--- src/rtl/idx_win_pkg.sv ---
package idx_win_pkg;

  typedef struct packed {
    logic idxLoad;
    logic busRd;
    logic busWr;
    logic rspIdx;
    logic rspZero;
    logic rspBus;
  } winStrobe_t;

  // byte lane of an access from its low address bits and size
  function automatic logic [1:0] laneOf(input logic [1:0] a, input logic [2:0] sz);
    case (sz)
      3'd1:    laneOf = a;
      3'd2:    laneOf = {a[1], 1'b0};
      default: laneOf = 2'd0;
    endcase
  endfunction

  function automatic logic [3:0] beOf(input logic [1:0] a, input logic [2:0] sz);
    case (sz)
      3'd1:    beOf = 4'b0001 << laneOf(a, sz);
      3'd2:    beOf = 4'b0011 << laneOf(a, sz);
      default: beOf = 4'b1111;
    endcase
  endfunction

  function automatic logic [31:0] extract(input logic [31:0] v, input logic [1:0] lane,
                                          input logic [2:0] sz);
    logic [31:0] sh;
    sh = v >> (8 * lane);
    case (sz)
      3'd1:    extract = {24'b0, sh[7:0]};
      3'd2:    extract = {16'b0, sh[15:0]};
      default: extract = sh;
    endcase
  endfunction

endpackage

--- src/rtl/idx_win_ctl.sv ---
module idx_win_ctl
  import idx_win_pkg::*;
#(
  parameter int IO_AW  = 5,
  parameter int IDX_DW = 0
) (
  input  logic             clk,
  input  logic             rstN,
  input  logic [IO_AW-1:0] ioAddr,
  input  logic             ioRd,
  input  logic             ioWr,
  input  logic             regRvalid,
  output winStrobe_t       strobe,
  output logic             busy
);

  localparam int DW_BITS = IO_AW - 2;
  localparam logic [DW_BITS-1:0] IDX_SEL = DW_BITS'(IDX_DW);
  localparam logic [DW_BITS-1:0] DAT_SEL = DW_BITS'(IDX_DW + 1);

  typedef enum logic {IDLE, WAIT} ctlState_t;
  ctlState_t stateQ, stateD;

  logic hitIdx, hitData;
  assign hitIdx  = ioAddr[IO_AW-1:2] == IDX_SEL;
  assign hitData = ioAddr[IO_AW-1:2] == DAT_SEL;

  always_comb begin
    strobe = '0;
    stateD = stateQ;
    if (stateQ == IDLE) begin
      if (ioWr) begin
        strobe.idxLoad = hitIdx;
        strobe.busWr   = hitData;
      end else if (ioRd) begin
        if (hitIdx) strobe.rspIdx = 1'b1;
        else if (hitData) begin
          strobe.busRd = 1'b1;
          stateD       = WAIT;
        end else strobe.rspZero = 1'b1;
      end
    end else if (regRvalid) begin
      strobe.rspBus = 1'b1;
      stateD        = IDLE;
    end
  end

  always_ff @(posedge clk) begin
    if (!rstN) stateQ <= IDLE;
    else       stateQ <= stateD;
  end

  assign busy = stateQ == WAIT;

  // input rule: host is quiet while a read is outstanding
  a_in_quiet_when_busy: assert property (@(posedge clk) disable iff (!rstN)
    busy |-> !(ioRd || ioWr));
  // input rule: no read and write in one cycle
  a_in_single_strobe: assert property (@(posedge clk) disable iff (!rstN)
    !(ioRd && ioWr));
  a_r5_release: assert property (@(posedge clk) disable iff (!rstN)
    (busy && regRvalid) |=> !busy);

endmodule

--- src/rtl/idx_win_dp.sv ---
module idx_win_dp
  import idx_win_pkg::*;
#(
  parameter int IO_AW  = 5,
  parameter int REG_AW = 12
) (
  input  logic              clk,
  input  logic              rstN,
  input  winStrobe_t        strobe,
  input  logic [IO_AW-1:0]  ioAddr,
  input  logic [2:0]        ioSize,
  input  logic [31:0]       ioWdata,
  output logic [31:0]       ioRdata,
  output logic              ioRvalid,
  output logic [REG_AW-1:0] regAddr,
  output logic              regRd,
  output logic              regWr,
  output logic [2:0]        regSize,
  output logic [3:0]        regBe,
  output logic [31:0]       regWdata,
  input  logic [31:0]       regRdata
);

  logic [REG_AW-1:0] indexQ;
  logic [1:0]        laneQ;
  logic [1:0]        ioLane;

  assign ioLane = laneOf(ioAddr[1:0], ioSize);

  always_ff @(posedge clk) begin
    if (!rstN) begin
      indexQ   <= '0;
      regAddr  <= '0;
      regRd    <= 1'b0;
      regWr    <= 1'b0;
      regSize  <= 3'd4;
      regBe    <= '0;
      regWdata <= '0;
      laneQ    <= '0;
      ioRdata  <= '0;
      ioRvalid <= 1'b0;
    end else begin
      regRd    <= strobe.busRd;
      regWr    <= strobe.busWr;
      ioRvalid <= strobe.rspIdx | strobe.rspZero | strobe.rspBus;
      if (strobe.idxLoad) indexQ <= {ioWdata[REG_AW-1:2], 2'b00};
      if (strobe.busRd || strobe.busWr) begin
        regAddr <= indexQ;
        regSize <= ioSize;
        regBe   <= beOf(ioAddr[1:0], ioSize);
        laneQ   <= ioLane;
      end
      if (strobe.busWr) regWdata <= ioWdata << (8 * ioLane);
      if (strobe.rspIdx)
        ioRdata <= extract({{(32-REG_AW){1'b0}}, indexQ}, ioLane, ioSize);
      else if (strobe.rspZero)
        ioRdata <= '0;
      else if (strobe.rspBus)
        ioRdata <= extract(regRdata, laneQ, regSize);
    end
  end

  a_r4_single_rd: assert property (@(posedge clk) disable iff (!rstN)
    regRd |=> !regRd);
  a_r6_single_wr: assert property (@(posedge clk) disable iff (!rstN)
    regWr |=> !regWr);
  a_r7_be_count: assert property (@(posedge clk) disable iff (!rstN)
    (regRd || regWr) |-> ($countones(regBe) == 32'(regSize)));
  a_r2_aligned: assert property (@(posedge clk) disable iff (!rstN)
    (regRd || regWr) |-> (regAddr[1:0] == 2'b00));

endmodule

--- src/rtl/idx_data_window.sv ---
module idx_data_window
  import idx_win_pkg::*;
#(
  parameter int APERTURE_BYTES = 4096,
  parameter int WINDOW_BYTES   = 32,
  parameter int INDEX_OFFSET   = 0,
  localparam int IO_AW  = $clog2(WINDOW_BYTES),
  localparam int REG_AW = $clog2(APERTURE_BYTES)
) (
  input  logic              clk,
  input  logic              rstN,
  input  logic [IO_AW-1:0]  ioAddr,
  input  logic              ioRd,
  input  logic              ioWr,
  input  logic [2:0]        ioSize,
  input  logic [31:0]       ioWdata,
  output logic [31:0]       ioRdata,
  output logic              ioRvalid,
  output logic              ioBusy,
  output logic [REG_AW-1:0] regAddr,
  output logic              regRd,
  output logic              regWr,
  output logic [2:0]        regSize,
  output logic [3:0]        regBe,
  output logic [31:0]       regWdata,
  input  logic [31:0]       regRdata,
  input  logic              regRvalid
);

  localparam int IDX_DW = INDEX_OFFSET / 4;

  winStrobe_t strobe;

  idx_win_ctl #(.IO_AW(IO_AW), .IDX_DW(IDX_DW)) ctl_i (
    .clk(clk), .rstN(rstN), .ioAddr(ioAddr), .ioRd(ioRd), .ioWr(ioWr),
    .regRvalid(regRvalid), .strobe(strobe), .busy(ioBusy)
  );

  idx_win_dp #(.IO_AW(IO_AW), .REG_AW(REG_AW)) dp_i (
    .clk(clk), .rstN(rstN), .strobe(strobe), .ioAddr(ioAddr), .ioSize(ioSize),
    .ioWdata(ioWdata), .ioRdata(ioRdata), .ioRvalid(ioRvalid),
    .regAddr(regAddr), .regRd(regRd), .regWr(regWr), .regSize(regSize),
    .regBe(regBe), .regWdata(regWdata), .regRdata(regRdata)
  );

  logic idxHit;
  assign idxHit = ioAddr[IO_AW-1:2] == (IO_AW-2)'(IDX_DW);

  a_r3_idx_no_bus: assert property (@(posedge clk) disable iff (!rstN)
    ((ioRd || ioWr) && !ioBusy && idxHit) |=> !(regRd || regWr));
  a_r5_rvalid_follows: assert property (@(posedge clk) disable iff (!rstN)
    (ioBusy && regRvalid) |=> ioRvalid);
  a_r4_rd_while_busy: assert property (@(posedge clk) disable iff (!rstN)
    regRd |-> ioBusy);
  // input rule: sizes are byte counts 1, 2 or 4
  a_in_size_legal: assert property (@(posedge clk) disable iff (!rstN)
    (ioRd || ioWr) |-> (ioSize == 3'd1 || ioSize == 3'd2 || ioSize == 3'd4));

endmodule

--- config.mk ---
export PLATFORM = sky130hd
export DESIGN_NAME = idx_data_window
export DESIGN_NICKNAME = d
export VERILOG_FILES = /design/src/rtl/idx_win_pkg.sv /design/src/rtl/idx_win_ctl.sv /design/src/rtl/idx_win_dp.sv /design/src/rtl/idx_data_window.sv
export SDC_FILE = /design/constraint.sdc
export NUM_CORES = 1
export LEC_CHECK = 0
export BUFFER_PORTS_ARGS = -buffer_cell sky130_fd_sc_hd__buf_2
export CAP_MARGIN = 40
export CORE_ASPECT_RATIO = 1.5
export CORE_MARGIN = 4
export CORE_UTILIZATION = 45
export CTS_BUF_LIST = sky130_fd_sc_hd__clkbuf_4 sky130_fd_sc_hd__clkbuf_8 sky130_fd_sc_hd__clkbuf_16
export DETAILED_ROUTE_END_ITERATION = 8
export PLACE_DENSITY = 0.73
export SLEW_MARGIN = 5
export SYNTH_ARGS = -nofsm -noshare
export SYNTH_HDL_FRONTEND = slang
export SYNTH_HIERARCHICAL = 1
export SYNTH_SLANG_ARGS = --single-unit
--- constraint.sdc ---
create_clock -name clk -period 2.43 [get_ports clk]
set_input_delay 0.3645 -clock clk [delete_from_list [all_inputs] [get_ports clk]]
set_output_delay 0.3645 -clock clk [all_outputs]
set_load 0.02 [all_outputs]
Yosys cells after proc, flatten, opt, wreduce, memory -nomap -nowiden. Index checks and enable logic that the tools add are counted.

Memory bits (read-only): 0. Memories: 0. Word-level logic and storage cells: 55. Output and inout port bits: 87. Flip-flop bits (word level): 97. Bits in latches: 0. Bits in writable memories: 0.

$add $sub $neg: 0. Mux-type cells: 29. Reductions and logical operators: 3. $mul: 0. Order comparisons: 0. Equality and inequality tests: 5. Shift-type cells: 5. Bitwise gates (word level): 2. Divide/modulo/power cells: 0.

Operator list (count): case mux 32 bit (2 select lines) (2); 2-to-1 mux 32 bit (3); << shifter 32 x 5 -> 32 bit (1); right shift 12 x 5 -> 32 bit (1); right shift 32 x 5 -> 32 bit (1); 2-to-1 mux 2 bit (8); 2-to-1 mux 1 bit (13); == test 3 x 1 -> 1 bit, second input constant (3); case mux 4 bit (2 select lines) (1); == test 3 x 2 -> 1 bit, second input constant (2); 2-to-1 mux 5 bit (1); case mux 2 bit (2 select lines) (1); << shifter 1 x 2 -> 4 bit, first input constant (1); << shifter 2 x 2 -> 4 bit, first input constant (1); logical NOT 3 bit (1); nonzero test 3 bit (1); OR 1 bit (2); logical OR 1 bit (1).

Logic depth before layout (Yosys ltp). Gate-level depths: netlist (run 1).

Word-level depth: 11. Depth in mapped cells: 8. Depth with buffers taken out: 6.

By module. The synthesis (run 1) kept the hierarchy.

By module, submodules not included: idx_win_dp (cells an instance 509, times used 1, area an instance 4625.7 um^2, sequential area each 1921.8 um^2); idx_win_ctl (cells an instance 12, times used 1, area an instance 110.1 um^2, sequential area each 20.0 um^2).

Least setup slack after synthesis (run 1). No wires, ideal clock.

Path type: input -> register. From: in ioRd. To: reg dp_i.ioRdata[5]. Arrival time: 1926 ps. Cell stages on the path: 7. Setup slack: 430 ps. Required time: 2356 ps. Buffers on the path: 2. Cells stage by stage: nor2b_1 -> nor3b_1 -> or3_1 -> clkbuf_1 -> clkbuf_1 -> o21ai_0 -> a31oi_1.

RTL lines: start, declared (line idx_data_window.sv:13) `input logic ioRd,`; end signal, assigned (line idx_win_dp.sv:55) `ioRdata <= extract({{(32-REG_AW){1'b0}}, indexQ}, ioLane, ioSize);`; end signal, assigned (line idx_win_dp.sv:59) `ioRdata <= extract(regRdata, laneQ, regSize);`; end, declared (line idx_win_dp.sv:13) `output logic [31:0] ioRdata,`.

==> flow_metrics.tcl, run 1 <==
set metrics [dict create \
    outcome "finished, final reports clean" \
    numPlacedInstances 794 \
    dr_total_vias 4479 \
    dr.first_iter.drc_count 184 \
    floorplan.die.width_um 91.76 \
    antenna_cells 0 \
    pin_count 164 \
    seqCellArea_mm2 0.001942 \
    place.detailed.hpwl_um 10660 \
    groute.usage.overall_pct 22.87 \
    finalSetupViolCount 0 \
    ctsLongestPathBuffers 2 \
    final.fill_count 936 \
    root_driver "sky130_fd_sc_hd__clkbuf_16" \
    synth.distinct_cells 49 \
    finalCriticalPeriod_ns 2.118 \
    crit_buf_inv 0 \
    start_kind "flip-flop" \
    critical_path.cell_chain "nor3_4 > and3b_1 > or3_1 > o21ai_0 > a31oi_1" \
    grt_max_degree 106 \
    mostFrequentLayoutCell "sky130_fd_sc_hd__buf_2" \
    syn_inst 521 \
    io_buffer_count 161 \
    yosysTopAreaCellShare_pct 41.00 \
    p_leak_nw 2.429 \
    syn-mean-instance-area_um2 9.090 \
    ys_ff_latch 97 \
    hold_slack_ns 0.3077 \
    number_of_maximum_capacitance_constraint_violations 0 \
    cts-buffers-inserted 9 \
    drt-vias-per-instance 5.530 \
    max_slew_margin_pct 50.19 \
    netlist.top_cell.by_area "sky130_fd_sc_hd__dfxtp_1" \
    fp.dieH_um 133.6 \
    worst_path_dominant_cell_family "simple AND/OR/NAND/NOR gates" \
    timing_hold_violations_final 0 \
    timing.setup.critical_path_class "flip-flop to flip-flop" \
    synth_sequential_area_ratio_pct 41.00 \
    max_freq_mhz 472.1 \
    crit_path_end_kind "flip-flop" \
    path_clk_slew_ns 0.06 \
    critPathMaxStageDelay_ns 0.63 \
    synth_edf_count 0 \
    slew_viol_final 0 \
    synth.cell_area_mm2 0.004736 \
    max-vdd-ir-drop_mv 0.4121 \
    pwr_density_cell_mw_per_mm2 577.5 \
    total_power_mw 3.409 \
    clkSinkCount 97 \
    post-route-period-util_pct 87.17 \
    ctsResizeCount 0 \
    post_route_cells_drive_above_1_share_pct 31.99 \
    reg2reg_slack_ns 0.31 \
    gp_routability_congestion 0.8189 \
    synth_top_flop_cell "sky130_fd_sc_hd__dfxtp_1" \
    total_setup_buffers_inserted_after_cts 0 \
    cts-hold-fix-buffers 0 \
    cts-htree-levels 3 \
    route.detailed.wl_per_inst_um 17.50 \
    synthTopCellsByArea "sky130_fd_sc_hd__dfxtp_1 41%, sky130_fd_sc_hd__mux2i_1 8.9%, sky130_fd_sc_hd__a22oi_1 4.3%, sky130_fd_sc_hd__mux2_2 4.3%, sky130_fd_sc_hd__nor2b_1 4.0%" \
    clock_tree_from_tritoncts "built" \
    worstPathMaxFanout 25 \
    grt_setup_unrepaired "no" \
    floorplan.die_area_mm2 0.01226 \
    antenna_violating_nets_post_route 0 \
    cp_data_required_time_ns 2.69 \
    synthArstFlopShare_pct 0 \
    drtPass1Iterations 4 \
    holdCritPathClass "input port to flip-flop" \
    rows 45 \
    most-common-layout-cells "161 x sky130_fd_sc_hd__buf_2, 97 x sky130_fd_sc_hd__dfxtp_1, 46 x sky130_fd_sc_hd__nand2_1" \
    drcViolationCount 0 \
    clk-insertion-delay-late_ns 0.34 \
    floorplan.initialDensity_pct 46.47 \
    syn2layout_area_growth_pct 24.62 \
    tightestPinTransition_ns 0.7471 \
    coreArea_mm2 0.01019 \
    worstPathArrival_ns 2.38 \
    fin_nets 741 \
    worst_path_max_delay_cell "sky130_fd_sc_hd__or3_1" \
    grt_first_pass_wirelength_um 22790 \
    layoutNonFillerInstCount 810 \
    routed_wirelength_um 14180 \
    synth_warnings 6 \
    clock_skew_ns 0.006051 \
    number_of_global_route_vias_before_repair 4592 \
    multiInputGateArea_mm2 0.002524 \
    grt_antenna_before_repair 0 \
    gr-total-overflow 0 \
    totalNegativeSetupSlack_ns 0 \
]
[worst paths after layout]
check                                                   start  cells past startpoint                            end
worst max-delay path                    ctl_i/busy$_SDFF_PN0_                      5   dp_i/ioRdata[3]$_SDFFE_PN0P_
worst min-delay path                                ioAddr[2]                      2          ctl_i/busy$_SDFF_PN0_
worst max register to register          ctl_i/busy$_SDFF_PN0_                      5   dp_i/ioRdata[3]$_SDFFE_PN0P_
worst min register to register  dp_i/regAddr[10]$_SDFFE_PN0P_                      2  dp_i/regAddr[10]$_SDFFE_PN0P_
[worst reg2reg max path, delay by kind of cell (launching register included)]
kind / cells / cell delay (ns)
AOI/OAI and AO/OA: 2 / 0.33
DFF: 1 / 0.36
and+or+nand+nor: 3 / 1.34
[flip-flops by register name, indices dropped and copies added, names as in the netlist]
| signal | cells |
|---|---|
| dp_i/regSize | 3 |
| dp_i/ioRdata | 32 |
| dp_i/indexQ | 10 |
| dp_i/regWdata | 32 |
| dp_i/regAddr | 10 |
| ctl_i/busy | 1 |
| dp_i/regRd | 1 |
| dp_i/regWr | 1 |
| dp_i/regBe | 4 |
| dp_i/ioRvalid | 1 |
| dp_i/laneQ | 2 |
[logic make-up (layout without fill, tap and decap cells)]
group / after synthesis / count (layout) / synth area share, %
mux: 60 / 60 / 13.16
buf+inv: 61 / 208 / 5.892
compound gates: 137 / 137 / 20.13
simple gates: 162 / 162 / 19.18
flops: 97 / 97 / 41.00
other cells: 1 / 2 / 0.07918
xor+xnor: 3 / 3 / 0.5549
[Yosys cell counts, drive strengths merged, types with 10 or more instances]
library cell,n
mux2,18
dfxtp,97
nand3b,16
nand2,46
a21boi,17
and2,17
nor2,17
clkbuf,25
a22oi,27
nand3,10
o21ai,28
a21oi,10
mux2i,42
nor2b,30
inv,20
buf,16
[layer usage]
metal / up-vias / routed length (um) / global-route usage [%]
met5: - / 0 / 0
met4: 0 / 511 / 12.15
met3: 38 / 923 / 4.237
met2: 199 / 7104 / 39.73
met1: 2094 / 5639 / 26.37
li1: 2148 / - / -
[where the power goes]
part / switching, mW / internal, mW
combinational: 0.266 / 0.177
sequential: 0.0241 / 1.63
clock: 0.597 / 0.715
total: 0.887 / 2.52
[area by class of cell]
type	instances	area share (%)
Clock inverter	5	0.5300
Multi-Input combinational cell	364	42.76
Timing Repair Buffer	172	15.48
Inverter	20	1.272
Tap cell	141	2.989
Sequential cell	97	32.90
Clock buffer	11	4.070
[stage by stage]
stage	utilization (%)	setup WS (ns)	instance area, um2
2_1_floorplan	-	0.4297	4740
3_3_place_gp	55.10	0.08884	5615
3_5_place_dp	55.25	0.1811	5630
4_1_cts	57.91	0.3175	5902
5_1_grt	57.91	0.08289	5902
6_report	57.91	0.3118	5902
(Power assumes the default switching activity.)
==> run 2: changes to the inputs <==
CORE_UTILIZATION = 40   (was 45)
CTS_BUF_LIST = sky130_fd_sc_hd__clkbuf_8   (was sky130_fd_sc_hd__clkbuf_4 sky130_fd_sc_hd__clkbuf_8 sky130_fd_sc_hd__clkbuf_16)
PLACE_DENSITY = 0.66   (was 0.73)
REMOVE_ABC_BUFFERS = 1   (was unset)
==> run 2 against run 1 <==
Cell area is 0.68% lower; setup slack better by 0.0028 ns; non-clock buffer count grew 6; critical path depth stayed put; critical path type unchanged; largest cell class unchanged; largest power group unchanged.
==> flow_metrics.tcl, run 2 (same netlist as run 1, synthesis figures left out) <==
set metrics [dict create \
    outcome "finished, final reports clean" \
    gr-total-overflow 0 \
    cts-htree-levels 3 \
    rows 48 \
    totalNegativeSetupSlack_ns 0 \
    grt_setup_unrepaired "no" \
    drtPass1Iterations 4 \
    fin_nets 747 \
    gp_routability_congestion 0.8084 \
    dr_total_vias 4426 \
    dr.first_iter.drc_count 195 \
    cts-hold-fix-buffers 0 \
    floorplan.initialDensity_pct 41.07 \
    crit_path_end_kind "flip-flop" \
    clk-insertion-delay-late_ns 0.36 \
    fp.dieH_um 141.3 \
    ctsResizeCount 0 \
    mostFrequentLayoutCell "sky130_fd_sc_hd__buf_2" \
    number_of_maximum_capacitance_constraint_violations 0 \
    pwr_density_cell_mw_per_mm2 520.9 \
    layoutNonFillerInstCount 826 \
    numPlacedInstances 809 \
    floorplan.die.width_um 96.84 \
    clock_tree_from_tritoncts "built" \
    cts-buffers-inserted 9 \
    timing.setup.critical_path_class "flip-flop to flip-flop" \
    total_setup_buffers_inserted_after_cts 0 \
    drcViolationCount 0 \
    io_buffer_count 161 \
    start_kind "flip-flop" \
    groute.usage.overall_pct 20.38 \
    route.detailed.wl_per_inst_um 17.06 \
    reg.largest.list "dp_i/ioRdata: 32 flops, dp_i/regWdata: 32 flops" \
    grt_first_pass_wirelength_um 22890 \
    clkSinkCount 97 \
    coreArea_mm2 0.01153 \
    timing_hold_violations_final 0 \
    grt_max_degree 106 \
    holdCritPathClass "input port to flip-flop" \
    pin_count 164 \
    grt_antenna_before_repair 1 \
    syn2layout_area_growth_pct 23.78 \
    finalSetupViolCount 0 \
    most-common-layout-cells "161 x sky130_fd_sc_hd__buf_2, 97 x sky130_fd_sc_hd__dfxtp_1, 46 x sky130_fd_sc_hd__nand2_1" \
    number_of_global_route_vias_before_repair 4487 \
    finalCriticalPeriod_ns 2.115 \
    ctsLongestPathBuffers 2 \
    place.detailed.hpwl_um 10680 \
    worstPathMaxFanout 25 \
    max_freq_mhz 472.7 \
    max_slew_margin_pct 43.11 \
    path_clk_slew_ns 0.09 \
    drt-vias-per-instance 5.358 \
    worstPathArrival_ns 2.40 \
    post-route-period-util_pct 87.05 \
    max-vdd-ir-drop_mv 0.2649 \
    clock_skew_ns 0.006092 \
    slew_viol_final 0 \
    cp_data_required_time_ns 2.71 \
    antenna_violating_nets_post_route 0 \
    post_route_cells_drive_above_1_share_pct 32.44 \
    routed_wirelength_um 14100 \
    final.fill_count 1138 \
    tightestPinTransition_ns 0.8503 \
    root_driver "sky130_fd_sc_hd__clkbuf_8" \
    floorplan.die_area_mm2 0.01368 \
    p_leak_nw 2.416 \
]
-- run 2: changes by cell type in the layout (fill, tap and decap cells not counted), sizes merged --
cell    before  now
buf        172  178
clkbuf      11   10
clkinv       3    4
diode        0    1
-- run 2: worst paths after layout --
path	startpoint	end	slack, ns	cells past startpoint
worst max register to register	ctl_i/busy$_SDFF_PN0_	dp_i/ioRdata[4]$_SDFFE_PN0P_	0.31	5
worst min register to register	dp_i/ioRdata[14]$_SDFFE_PN0P_	dp_i/ioRdata[14]$_SDFFE_PN0P_	0.46	2
worst min-delay path	ioAddr[2]	ctl_i/busy$_SDFF_PN0_	0.28	2
worst max-delay path	ctl_i/busy$_SDFF_PN0_	dp_i/ioRdata[4]$_SDFFE_PN0P_	0.31	5
-- run 2: report_power, final --
part | internal [mW] | switching [mW] | leakage [nW]
Combinational | 0.180 | 0.261 | 1.54
Sequential | 1.63 | 0.0258 | 0.786
Clock | 0.394 | 0.565 | 0.0932
Total | 2.20 | 0.851 | 2.42
-- run 2: metrics by stage --
| stage | power [mW] | worst slack, ns | util [%] | hold WS, ns | area [um2] |
|---|---|---|---|---|---|
| finish | 3.054 | 0.3146 | 50.84 | 0.2761 | 5862 |
| global route | 3.205 | 0.2046 | 50.84 | 0.2685 | 5862 |
| CTS | 3.094 | 0.3250 | 50.81 | 0.2574 | 5859 |
| detailed placement | 2.133 | 0.2281 | 49.32 | 0.4549 | 5687 |
| global placement | 2.121 | 0.3903 | 49.32 | 0.4499 | 5687 |
| floorplan | 1.908 | -0.0005147 | - | 0.4407 | 4536 |
-- run 2: final cells by class --
cell class              count  area [um2]  area share, %
multi-input cells         364        2524          43.05
flip-flops and latches     97        1942          33.13
repair buffers            178       958.4          16.35
well taps                 150       187.7          3.202
clock buffers              10       137.6          2.348
inverters                  20       75.07          1.281
clock inverters             6       35.03         0.5977
diodes                      1       2.502        0.04269
-- run 2: critical path: stages, from the launching register on --
cell,delay [ns]
sky130_fd_sc_hd__dfxtp_1,0.37
sky130_fd_sc_hd__nor3_4,0.25
sky130_fd_sc_hd__and3b_1,0.43
sky130_fd_sc_hd__or3_1,0.62
sky130_fd_sc_hd__o21ai_0,0.17
sky130_fd_sc_hd__a31oi_1,0.18
-- run 2: metal layers --
layer | routed length [um] | global-route usage [%]
met4 | 233 | 6.065
met2 | 7433 | 37.95
met5 | 0 | 0
met1 | 5641 | 22.76
met3 | 787 | 5.066
